<file path="src/rtl/tw_rx_pkg.sv">
// Package: shared types for the two-wire receiver.
// Assumes: nothing beyond IEEE 1800-2017.
package tw_rx_pkg;

    // Classification of one synchronized sample of the wire pair.
    typedef enum logic [1:0] {
        LN_BOTH_LOW  = 2'b00,
        LN_N_HIGH    = 2'b01,
        LN_P_HIGH    = 2'b10,
        LN_BOTH_HIGH = 2'b11
    } line_state_e;

    // Map a {p, n} sample onto its line state.
    function automatic line_state_e classify(input logic p, input logic n);
        return line_state_e'({p, n});
    endfunction

endpackage

</file>
<file path="src/rtl/tw_sync.sv">
// Module: tw_sync
// Brings LINES asynchronous inputs into the clk domain. Each input gets its
// own chain of STAGES flops.
// Assumes: STAGES >= 2. The flops reset to 1, the resting level of the bus.
module tw_sync #(
    parameter int LINES  = 2,
    parameter int STAGES = 2
) (
    input  logic             clk,
    input  logic             rst_n,
    input  logic [LINES-1:0] async_in,
    output logic [LINES-1:0] sync_out
);

    genvar gi;
    generate
        for (gi = 0; gi < LINES; gi++) begin : g_line
            logic [STAGES-1:0] chain;

            // Shift the raw level through the flop chain.
            always_ff @(posedge clk) begin
                if (!rst_n) begin
                    chain <= '1;
                end else begin
                    chain <= {chain[STAGES-2:0], async_in[gi]};
                end
            end

            assign sync_out[gi] = chain[STAGES-1];
        end
    endgenerate

endmodule

</file>
<file path="src/rtl/tw_decoder.sv">
// Module: tw_decoder
// Turns synchronized wire samples into bit events and idle events.
// A both-low run of at least MIN_LOW_CYCLES samples followed by exactly one
// wire high gives one bit, whose value is the level of p. Decoding stays
// disarmed until the first both-high run of IDLE_CYCLES samples. idle_evt
// fires once per such run, and only when a bit was decoded since the last one.
// Assumes: IDLE_CYCLES >= 2, MIN_LOW_CYCLES >= 1.
module tw_decoder
    import tw_rx_pkg::*;
#(
    parameter int IDLE_CYCLES    = 16,
    parameter int MIN_LOW_CYCLES = 4
) (
    input  logic clk,
    input  logic rst_n,
    input  logic p,
    input  logic n,
    output logic bit_valid,
    output logic bit_value,
    output logic idle_evt
);

    localparam int HW = $clog2(IDLE_CYCLES + 1);
    localparam int LW = $clog2(MIN_LOW_CYCLES + 1);
    localparam logic [HW-1:0] HI_LAST = HW'(IDLE_CYCLES - 1);
    localparam logic [HW-1:0] HI_SAT  = HW'(IDLE_CYCLES);
    localparam logic [LW-1:0] LO_SAT  = LW'(MIN_LOW_CYCLES);

    line_state_e   ls;
    logic [HW-1:0] hi_cnt;
    logic [LW-1:0] lo_cnt;
    logic          armed;
    logic          busy;
    logic          decode;
    logic          idle_hit;

    // Classify the current sample and form the event conditions.
    always_comb begin
        ls       = classify(p, n);
        decode   = armed && (lo_cnt == LO_SAT) &&
                   (ls == LN_P_HIGH || ls == LN_N_HIGH);
        idle_hit = (ls == LN_BOTH_HIGH) && (hi_cnt == HI_LAST);
    end

    // Count consecutive both-high samples, saturating at IDLE_CYCLES.
    always_ff @(posedge clk) begin
        if (!rst_n) begin
            hi_cnt <= '0;
        end else if (ls != LN_BOTH_HIGH) begin
            hi_cnt <= '0;
        end else if (hi_cnt != HI_SAT) begin
            hi_cnt <= hi_cnt + 1'b1;
        end
    end

    // Count consecutive both-low samples, saturating at MIN_LOW_CYCLES.
    always_ff @(posedge clk) begin
        if (!rst_n) begin
            lo_cnt <= '0;
        end else if (ls != LN_BOTH_LOW) begin
            lo_cnt <= '0;
        end else if (lo_cnt != LO_SAT) begin
            lo_cnt <= lo_cnt + 1'b1;
        end
    end

    // Arm once idle is seen, and track traffic since the last idle.
    always_ff @(posedge clk) begin
        if (!rst_n) begin
            armed <= 1'b0;
            busy  <= 1'b0;
        end else begin
            armed <= armed | idle_hit;
            if (idle_hit) begin
                busy <= 1'b0;
            end else if (decode) begin
                busy <= 1'b1;
            end
        end
    end

    // Register the bit and idle events for the shifter.
    always_ff @(posedge clk) begin
        if (!rst_n) begin
            bit_valid <= 1'b0;
            bit_value <= 1'b0;
            idle_evt  <= 1'b0;
        end else begin
            bit_valid <= decode;
            bit_value <= p;
            idle_evt  <= idle_hit && busy;
        end
    end

endmodule

</file>
<file path="src/rtl/tw_shifter.sv">
// Module: tw_shifter
// Collects bits LSB-first into WORD_BITS-wide words. It presents each finished
// word with a one-cycle strobe. When an idle event arrives, it reports the end
// of the transaction, flags a partial word and drops it.
// Assumes: bit_valid and idle_evt are never high together (the decoder needs
// different wire states for them).
module tw_shifter #(
    parameter int WORD_BITS = 32
) (
    input  logic                 clk,
    input  logic                 rst_n,
    input  logic                 bit_valid,
    input  logic                 bit_value,
    input  logic                 idle_evt,
    output logic [WORD_BITS-1:0] word_data,
    output logic                 word_valid,
    output logic                 end_of_txn,
    output logic                 frame_error
);

    localparam int CW = $clog2(WORD_BITS);
    localparam logic [CW-1:0] CNT_LAST = CW'(WORD_BITS - 1);

    logic [WORD_BITS-1:0] shreg;
    logic [WORD_BITS-1:0] shreg_next;
    logic [CW-1:0]        bit_cnt;

    // New bits enter at the top, so the first bit ends up at bit 0.
    always_comb begin
        shreg_next = {bit_value, shreg[WORD_BITS-1:1]};
    end

    // Shift register and bit counter; an idle event clears the count.
    always_ff @(posedge clk) begin
        if (!rst_n) begin
            shreg   <= '0;
            bit_cnt <= '0;
        end else if (idle_evt) begin
            bit_cnt <= '0;
        end else if (bit_valid) begin
            shreg   <= shreg_next;
            bit_cnt <= (bit_cnt == CNT_LAST) ? '0 : bit_cnt + 1'b1;
        end
    end

    // Present finished words and the end-of-transaction reports.
    always_ff @(posedge clk) begin
        if (!rst_n) begin
            word_data   <= '0;
            word_valid  <= 1'b0;
            end_of_txn  <= 1'b0;
            frame_error <= 1'b0;
        end else begin
            word_valid  <= bit_valid && (bit_cnt == CNT_LAST);
            end_of_txn  <= idle_evt;
            frame_error <= idle_evt && (bit_cnt != '0);
            if (bit_valid && (bit_cnt == CNT_LAST)) begin
                word_data <= shreg_next;
            end
        end
    end

endmodule

</file>
<file path="src/rtl/tw_symbol_rx.sv">
// Module: tw_symbol_rx (top)
// Two-wire three-state serial receiver: synchronizer, symbol decoder and
// word shifter connected in a chain.
// Assumes: clk is fast enough that every bus phase spans several samples.
module tw_symbol_rx #(
    parameter int WORD_BITS      = 32,
    parameter int SYNC_STAGES    = 2,
    parameter int IDLE_CYCLES    = 16,
    parameter int MIN_LOW_CYCLES = 4
) (
    input  logic                 clk,
    input  logic                 rst_n,
    input  logic                 line_p,
    input  logic                 line_n,
    output logic [WORD_BITS-1:0] word_data,
    output logic                 word_valid,
    output logic                 end_of_txn,
    output logic                 frame_error
);

    logic [1:0] raw_lines;
    logic [1:0] sync_lines;
    logic       bit_valid;
    logic       bit_value;
    logic       idle_evt;

    assign raw_lines = {line_p, line_n};

    tw_sync #(
        .LINES  (2),
        .STAGES (SYNC_STAGES)
    ) u_sync (
        .clk      (clk),
        .rst_n    (rst_n),
        .async_in (raw_lines),
        .sync_out (sync_lines)
    );

    tw_decoder #(
        .IDLE_CYCLES    (IDLE_CYCLES),
        .MIN_LOW_CYCLES (MIN_LOW_CYCLES)
    ) u_dec (
        .clk       (clk),
        .rst_n     (rst_n),
        .p         (sync_lines[1]),
        .n         (sync_lines[0]),
        .bit_valid (bit_valid),
        .bit_value (bit_value),
        .idle_evt  (idle_evt)
    );

    tw_shifter #(
        .WORD_BITS (WORD_BITS)
    ) u_shift (
        .clk         (clk),
        .rst_n       (rst_n),
        .bit_valid   (bit_valid),
        .bit_value   (bit_value),
        .idle_evt    (idle_evt),
        .word_data   (word_data),
        .word_valid  (word_valid),
        .end_of_txn  (end_of_txn),
        .frame_error (frame_error)
    );

endmodule

</file>
<file path="config.mk">
export PLATFORM = sky130hd
export DESIGN_NAME = tw_symbol_rx
export DESIGN_NICKNAME = d
export VERILOG_FILES = /design/src/rtl/tw_rx_pkg.sv /design/src/rtl/tw_sync.sv /design/src/rtl/tw_decoder.sv /design/src/rtl/tw_shifter.sv /design/src/rtl/tw_symbol_rx.sv
export SDC_FILE = /design/constraint.sdc
export NUM_CORES = 1
export LEC_CHECK = 0
export ABC_AREA = 1
export BUFFER_PORTS_ARGS = -buffer_cell sky130_fd_sc_hd__buf_2
export CORE_MARGIN = 4
export CORE_UTILIZATION = 45
export DETAILED_ROUTE_END_ITERATION = 10
export HOLD_SLACK_MARGIN = 0.12
export MAX_ROUTING_LAYER = met4
export PLACE_DENSITY = 0.63
export SETUP_SLACK_MARGIN = 0.3
export SYNTH_ARGS = -nofsm -noshare
export SYNTH_HDL_FRONTEND = slang
export SYNTH_SLANG_ARGS = --single-unit
</file>
<file path="constraint.sdc">
create_clock -name clk -period 2 [get_ports clk]
set_input_delay 0.2 -clock clk [delete_from_list [all_inputs] [get_ports clk]]
set_output_delay 0.2 -clock clk [all_outputs]
set_load 0.03 [all_outputs]
</file>
After elaboration in Yosys (flattened, before gate mapping)
Index checks and enable logic that the tools add are counted.
{"block": "op_classes", "n_addsub": 3, "n_eq_ne": 9, "muxes": 1, "n_bitwise": 3, "reduce_logical": 14}
{"op": "$add 5x1->5 const B", "count": 2}
{"op": "$reduce_or 2->1", "count": 4}
{"op": "$logic_and 1x1->1", "count": 6}
{"op": "$eq 5x4->1 const B", "count": 1}
{"op": "$eq 5x5->1 const B", "count": 1}
{"op": "$mux 5", "count": 1}
{"op": "$ne 5x5->1 const B", "count": 1}
{"op": "$reduce_bool 5->1", "count": 1}
{"op": "$eq 2x2->1 const B", "count": 2}
{"op": "$add 3x1->3 const B", "count": 1}
{"op": "$eq 3x3->1 const B", "count": 1}
{"op": "$ne 3x3->1 const B", "count": 1}
{"op": "$eq 2x1->1 const B", "count": 1}
{"op": "$ne 2x2->1 const B", "count": 1}
{"op": "$not 1->1", "count": 2}
{"op": "$reduce_and 2->1", "count": 1}
{"op": "$reduce_bool 2->1", "count": 1}
{"op": "$logic_or 1x1->1", "count": 1}
{"op": "$or 1x1->1", "count": 1}
{"block": "word_totals", "ff_bits": 89}

Longest topological paths before layout
Gate-level depths: netlist of the first run.
{"block": "logic_depth", "word_depth": 3, "ltp_mapped": 8, "depth_no_buf": 8}

Cells and area by module
A second synthesis of the first run with hierarchy kept.
{"block": "hier_totals", "cells_unflattened": 411, "area_unflattened_um2": 3223.1}
{"module": "tw_shifter", "n_inst": 1, "cells_each": 321, "area_per_inst_um2": 2506.2, "seq_area_each_um2": 1421.4}
{"module": "tw_decoder", "n_inst": 1, "cells_each": 76, "area_per_inst_um2": 591.8, "seq_area_each_um2": 260.2}
{"module": "tw_sync", "n_inst": 1, "cells_each": 14, "area_per_inst_um2": 125.1, "seq_area_each_um2": 80.1}

Worst setup path after synthesis of the first run
Ideal clock, no wire load.
{"block": "synth_timing", "kind": "register to register", "startpoint": "register u_shift.bit_cnt[0]", "endpoint": "register u_shift.word_data[22]", "arrival_time_ns": 1.366, "required_ns": 1.936, "setup_slack_ns": 0.570, "stages_incl_launch_ff": 8, "path_buffers": 1, "path_cell_list": "dfxtp_1 ha_1 and3_1 ha_1 nand2_2 clkbuf_1 o21ai_0 nor2_1"}
{"block": "synth_between", "elab_chain_len": 2}
{"item": "start, declared", "line_no": "tw_shifter.sv:26", "text": "logic [CW-1:0] bit_cnt;"}
{"item": "start signal, assigned", "line_no": "tw_shifter.sv:42", "text": "bit_cnt <= (bit_cnt == CNT_LAST) ? '0 : bit_cnt + 1'b1;"}
{"item": "$eq 5x5->1", "line_no": "tw_shifter.sv:57", "text": "if (bit_valid && (bit_cnt == CNT_LAST)) begin"}
{"item": "$logic_and 1x1->1", "line_no": "tw_shifter.sv:57"}
{"item": "end signal, assigned", "line_no": "tw_shifter.sv:58", "text": "word_data <= shreg_next;"}
{"item": "end, declared", "line_no": "tw_shifter.sv:15", "text": "output logic [WORD_BITS-1:0] word_data,"}
No other way between the ends.
A chain may end at the register's enable or synchronous reset.

Final worst setup path of the first run
{"block": "layout_timing", "startpoint": "register u_shift.bit_cnt[1]", "endpoint": "register u_shift.word_data[28]"}
Same word-level chain as after synthesis.

==> results_dict.tcl, run 1 <==
set metrics [dict create \
    start_util 0.468 \
    antenna_cells 0 \
    clockBufferDepth 2 \
    hold_violations 0 \
    arrival_ps 1770 \
    finalSetupViolCount 0 \
    async_flop_share 0 \
    synthToLayoutAreaGrowth_pct 15.0 \
    stdcell_area_mm2 0.00368 \
    synth_top_area_frac 0.551 \
    dieArea_mm2 0.00852 \
    relSlewSlack 0.645 \
    antenna_found_initial 0 \
    cts_setup_buffers 0 \
    hp-class "in2reg" \
    yosys_most_used_dff "dfxtp_1" \
    routabilityCongestion 0.797 \
    die_w_um 92.3 \
    dpl_cell_area_mm2 0.00344 \
    vias 2490 \
    nets 453 \
    grt_usage 0.149 \
    wl_per_cell_um 10.5 \
    cts_tree "done" \
    p_per_area_mw_per_mm2 851 \
    grt_pass1_vias 2313 \
    max_freq_ghz 0.653 \
    yosysTopAreaCell "dfxtp_1" \
    synth.area.top_cells "dfxtp_1 (55%), nor2_1 (16%), o21ai_0 (9.9%)" \
    drt-initial-drc-count 176 \
    clock_sinks 88 \
    synth_area_mm2 0.00320 \
    worst_skew_pair.late_latency_ps 340 \
    wirelength_mm 5.64 \
    cp-start-kind "register" \
    synthesis.yosys.warnings 0 \
    portBuffers 38 \
    core_mm2 0.00683 \
    synthCells 403 \
    synth_most_common_cell "nor2_1" \
    maxCapViolations 0 \
    synth-seq-cells 88 \
    path_clk_slew_ps 80 \
    synth_common_cells "nor2_1 (139), dfxtp_1 (88), o21ai_0 (63), nand2_1 (30), inv_1 (22)" \
    chipHeight_um 92.3 \
    finClkSkew_ps 6.86 \
    drive_gt1_frac 0.149 \
    fin_crit_sh 0.765 \
    holdWs_ps 242 \
    cp_max_fo 20 \
    yosysUniqueCellTypes 21 \
    cts-root-buf "clkbuf_8" \
    io-pin-count 39 \
    syn_avg_cell_area_um2 7.94 \
    ys_seq_area_frac 0.551 \
    avgViaCountPerCell 4.62 \
    antenna_left 0 \
    power_leakage_nw 1.56 \
    synthesis.nets 417 \
    drv_slew 0 \
    ir_worst_vdd_uv 396 \
    status "finished, final reports clean" \
    layout_min_cycle_time_ps 1530 \
    critPathKind "reg2reg" \
    final.setup.tns_ps 0 \
    drc 0 \
    std_cell_rows 30 \
    dp_hpwl_mm 3.68 \
    synth_edf_count 0 \
    rsz0062_at_grt "false" \
    cp-end-kind "register" \
    htree_levels 3 \
    drt_first_pass_iters 4 \
    cp.required_ps 2240 \
    cts-buffers-inserted 9 \
    grt_first_pass_wirelength_mm 9.95 \
    worst_slew_pin_slew_ps 531 \
    grt_max_degree 33 \
    grt_overflow 0 \
]
final timing paths:
| kind | from | to | slack [ps] | depth (start not counted) |
|---|---|---|---|---|
| worst max register to register | u_shift.bit_cnt[1] | u_shift.word_data[28] | 470 | 7 |
| worst min register to register | u_sync.g_line[1].chain[0] | u_sync.g_line[1].chain[1] | 410 | 1 |
| worst max-delay path | u_shift.bit_cnt[1] | u_shift.word_data[28] | 470 | 7 |
| worst min-delay path | rst_n | u_shift.shreg[22] | 240 | 3 |
per-layer routing:
metal / up-vias / GRT usage / wire length, um
met5: - / - / 0
met2: 35 / 0.240 / 2660
met3: 12 / 0.0479 / 220
met4: 0 / 0.0520 / 100
met1: 1106 / 0.175 / 2660
li1: 1337 / - / -
flip-flops by register name, summed over array words and instances, names as in the netlist, 3 cells and up:
signal / cells
u_dec.hi_cnt: 5
u_dec.lo_cnt: 3
u_shift.bit_cnt: 5
u_shift.shreg: 31
u_shift.word_data: 32
u_sync.g_line.chain: 4
report_power, final:
| part | internal, W | switching [W] |
|---|---|---|
| Clock | 0.000692 | 0.000588 |
| Sequential | 0.00176 | 0.00000668 |
| Combinational | 0.0000324 | 0.0000523 |
cells in the final DEF (no fill, tap or decap), drive strengths merged:
cell type	n
xor2	1
a31oi	1
clkinvlp	2
nor3	1
and3	1
a21oi	11
or2	4
bufinv	2
nand2	32
ha	10
clkbuf	9
nor2	139
o21ai	63
nand4	1
xnor2	2
nand3	5
dfxtp	88
buf	43
dlygate4sd3	2
clkinv	2
inv	24
through the flow:
step                       util  cells  setup WS (ps)  total power (W)
final                     0.538    539            470          0.00313
after detailed placement  0.504    522            354          0.00189
after global routing      0.538    539            311          0.00326
after floorplan               -    403            570          0.00187
after global placement    0.504    522            417          0.00189
after CTS                 0.537    539            319          0.00318
critical path: stages (launching register included):
cell and delay, ps:
dfxtp_1 380, ha_1 170, and3_1 160, ha_1 160, nand2_2 110, buf_6 190, o21ai_0 190, nor2_1 60
area by class of cell:
| cell class | count | area [um^2] |
|---|---|---|
| fill | 688 | 3150 |
| sequential | 88 | 1760 |
| multi-input combinational | 271 | 1240 |
| timing repair buffer | 45 | 251 |
| clock buffer | 9 | 124 |
| tap | 96 | 120 |
| inverter | 24 | 92.6 |
| clock inverter | 6 | 85.1 |
cell families after synthesis:
group | Yosys count | share of synthesized area
simple gates | 183 | 0.223
flops | 88 | 0.551
compound gates | 75 | 0.118
buf+inv | 44 | 0.0606
fa+ha+maj | 10 | 0.0391
xor+xnor | 3 | 0.00822
what timing repair did:
action / in CTS / in global routing
endpoints found under the hold margin: 2 / 0
gates resized for setup: 0 / 3
hold buffers: 2 / 0
setup endpoints to repair: 0 / 32
Power figures use the tool's default switching activity.
==> run 2: changes to the inputs <==
--- a/config.mk
+++ b/config.mk
@@ -12,7 +12,7 @@
 export DETAILED_ROUTE_END_ITERATION = 10
 export HOLD_SLACK_MARGIN = 0.12
 export MAX_ROUTING_LAYER = met4
-export PLACE_DENSITY = 0.63
+export PLACE_DENSITY = 0.66
 export SETUP_SLACK_MARGIN = 0.3
 export SYNTH_ARGS = -nofsm -noshare
 export SYNTH_HDL_FRONTEND = slang
==> constraint.sdc (replaced) <==
create_clock -name clk -period 1.39 [get_ports clk]
set_input_delay 0.139 -clock clk [delete_from_list [all_inputs] [get_ports clk]]
set_output_delay 0.139 -clock clk [all_outputs]
set_load 0.03 [all_outputs]
==> run 2 against run 1 <==
Net effect:
- the flow now finishes with violations (negative setup slack)
- setup slack got worse by 470 ps
- final area rose by 18%
- sequential cell count is the same
- via count is 6.9% higher
- count of clock-buffer cells in the layout rose by 2
- hold slack worse by 61 ps
- core utilization is 9.9 points higher
- sequential power grew 44%
- sequential share of layout area down 7.0 points
- global-route usage is 1.1 points higher
==> results_dict.tcl, run 2 (same netlist as run 1, synthesis figures left out) <==
set metrics [dict create \
    n_fill_cell 604 \
    dp_hpwl_mm 4.03 \
    grt_max_degree 25 \
    clockBufferDepth 2 \
    status "finished, violations left" \
    finClkSkew_ps 8.13 \
    antenna_cells 0 \
    clock_sinks 88 \
    r2r_setup_slack_ps -2 \
    avgViaCountPerCell 4.74 \
    cp_max_fo 13 \
    violations "negative setup slack" \
    ir_worst_vdd_uv 748 \
    relSlewSlack 0.777 \
    top_register "u_shift.word_data" \
    antenna_left 0 \
    final.setup.tns_ps -1.63 \
    drt_first_pass_iters 4 \
    drc 0 \
    routabilityCongestion 0.801 \
    rsz0062_at_grt "true" \
    wl_per_cell_um 11.7 \
    max_freq_ghz 0.719 \
    wirelength_mm 6.56 \
    grt_use_met3 0.0487 \
    core_mm2 0.00683 \
    cp-start-kind "register" \
    worst_slew_pin_slew_ps 334 \
    drv_slew 0 \
    hp-start "rst_n" \
    grt.busiest_layer "met2" \
    grtUsageMet2 0.254 \
    r2r_cells 8 \
    finalSetupViolCount 1 \
    cts-buffers-inserted 9 \
    hold_violations 0 \
    grt_pass1_vias 2426 \
    largest_reg_flops 32 \
    portBuffers 38 \
    layout_common_cells "nor2_1 (112), dfxtp_1 (77), o21ai_0 (28)" \
    p_per_area_mw_per_mm2 1080 \
    met1_usage 0.191 \
    cp-end-kind "register" \
    layout_commonest_cell "nor2_1" \
    final_util 0.637 \
    hp-class "in2reg" \
    finalWorstSetupSlack_ps -1.63 \
    chipHeight_um 92.3 \
    nets 476 \
    drt-initial-drc-count 155 \
    std_cell_rows 30 \
    fin_crit_sh 1.00 \
    antenna_found_initial 0 \
    layout_min_cycle_time_ps 1390 \
    io-pin-count 39 \
    arrival_ps 1640 \
    maxCapViolations 0 \
    r2r-start "u_shift.bit_cnt[1]" \
    start_util 0.468 \
    cts-root-buf "clkbuf_8" \
    cts_tree "done" \
    dieArea_mm2 0.00852 \
    path_clk_slew_ps 80 \
    grt_first_pass_wirelength_mm 10.7 \
    min_to "u_dec.bit_value" \
    worst_skew_pair.late_latency_ps 350 \
    stdcell_area_mm2 0.00435 \
    dpl_cell_area_mm2 0.00356 \
    regToRegEndpoint "u_shift.word_data[20]" \
    reg.largest.list "u_shift.word_data x32, u_shift.shreg x31" \
    drive_gt1_frac 0.356 \
    critPathKind "reg2reg" \
    grt_usage 0.160 \
    cp.required_ps 1640 \
    power_leakage_nw 1.81 \
    die_w_um 92.3 \
    synthToLayoutAreaGrowth_pct 36.1 \
    vias 2662 \
    grt_overflow 0 \
    htree_levels 3 \
    min_path_cells 3 \
]
run 2: changes by cell type in the layout (fill, tap and decap cells not counted), moves of 10 or more:
cell      delta
dfxtp_1     -11
buf_2       -18
nor2_2      +22
buf_4       +21
o21ai_0     -35
o21ai_2     +12
clkbuf_4    +10
o21ai_1     +23
nor2_1      -27
run 2: cell type report:
| type | instances | area (um^2) | share of cell area |
|---|---|---|---|
| clock buffer | 11 | 151 | 0.0348 |
| clock inverter | 4 | 77.6 | 0.0178 |
| inverter | 24 | 115 | 0.0265 |
| multi-input combinational | 271 | 1540 | 0.353 |
| sequential | 88 | 1780 | 0.409 |
| tap | 96 | 120 | 0.0276 |
| timing repair buffer | 68 | 571 | 0.131 |
run 2: worst max-delay path by stage:
stage / start / to / slack [ps]
3_5_place_dp: u_shift.bit_cnt[0] / u_shift.word_data[0] / -70
5_1_grt: u_shift.bit_cnt[1] / u_shift.word_data[30] / -50
3_3_place_gp: u_shift.bit_cnt[0] / u_shift.word_data[0] / -9
4_1_cts: u_shift.bit_cnt[1] / u_shift.word_data[20] / 20
6_report: u_shift.bit_cnt[1] / u_shift.word_data[20] / -2
2_1_floorplan: u_shift.bit_cnt[1] / u_shift.word_data[2] / 60
run 2: worst max-delay path, stage by stage, from the launching register on:
cell	delay, ps
dfxtp_2	340
ha_4	160
and3_4	180
ha_4	170
nand2_8	100
inv_8	60
buf_12	150
nor2_1	100
nor2_1	50
run 2: timing repair:
action / in CTS / in global routing
resized for setup: 70 / 67
pin swaps: 10 / 13
gates cloned: 1 / 1
hold buffers: 2 / 0
buffers inserted: 5 / 7
endpoints found under the setup margin: 74 / 92
hold endpoints to repair: 2 / 0
run 2: routing by layer:
| metal | vias up | share of wire | routed length, um |
|---|---|---|---|
| li1 | 1393 | - | - |
| met1 | 1225 | 0.48 | 3120 |
| met2 | 38 | 0.48 | 3140 |
| met3 | 6 | 0.033 | 216 |
| met4 | 0 | 0.013 | 84 |
| met5 | - | 0 | 0 |
run 2: where the power goes:
part / total, W / leakage (nW) / internal, W / switching [W]
combinational: 0.000200 / 0.976 / 0.0000933 / 0.000107
clock: 0.00197 / 0.116 / 0.00111 / 0.000861
sequential: 0.00254 / 0.716 / 0.00253 / 0.0000128
run 2: per-stage QoR:
step	hold WS [ps]	worst slack [ps]	total power, W	cells
2_1_floorplan	246	63.7	0.00270	403
3_3_place_gp	327	-8.95	0.00272	531
3_5_place_dp	327	-67.3	0.00273	531
4_1_cts	158	16.3	0.00473	554
5_1_grt	190	-53.0	0.00489	562
6_report	181	-1.63	0.00471	562
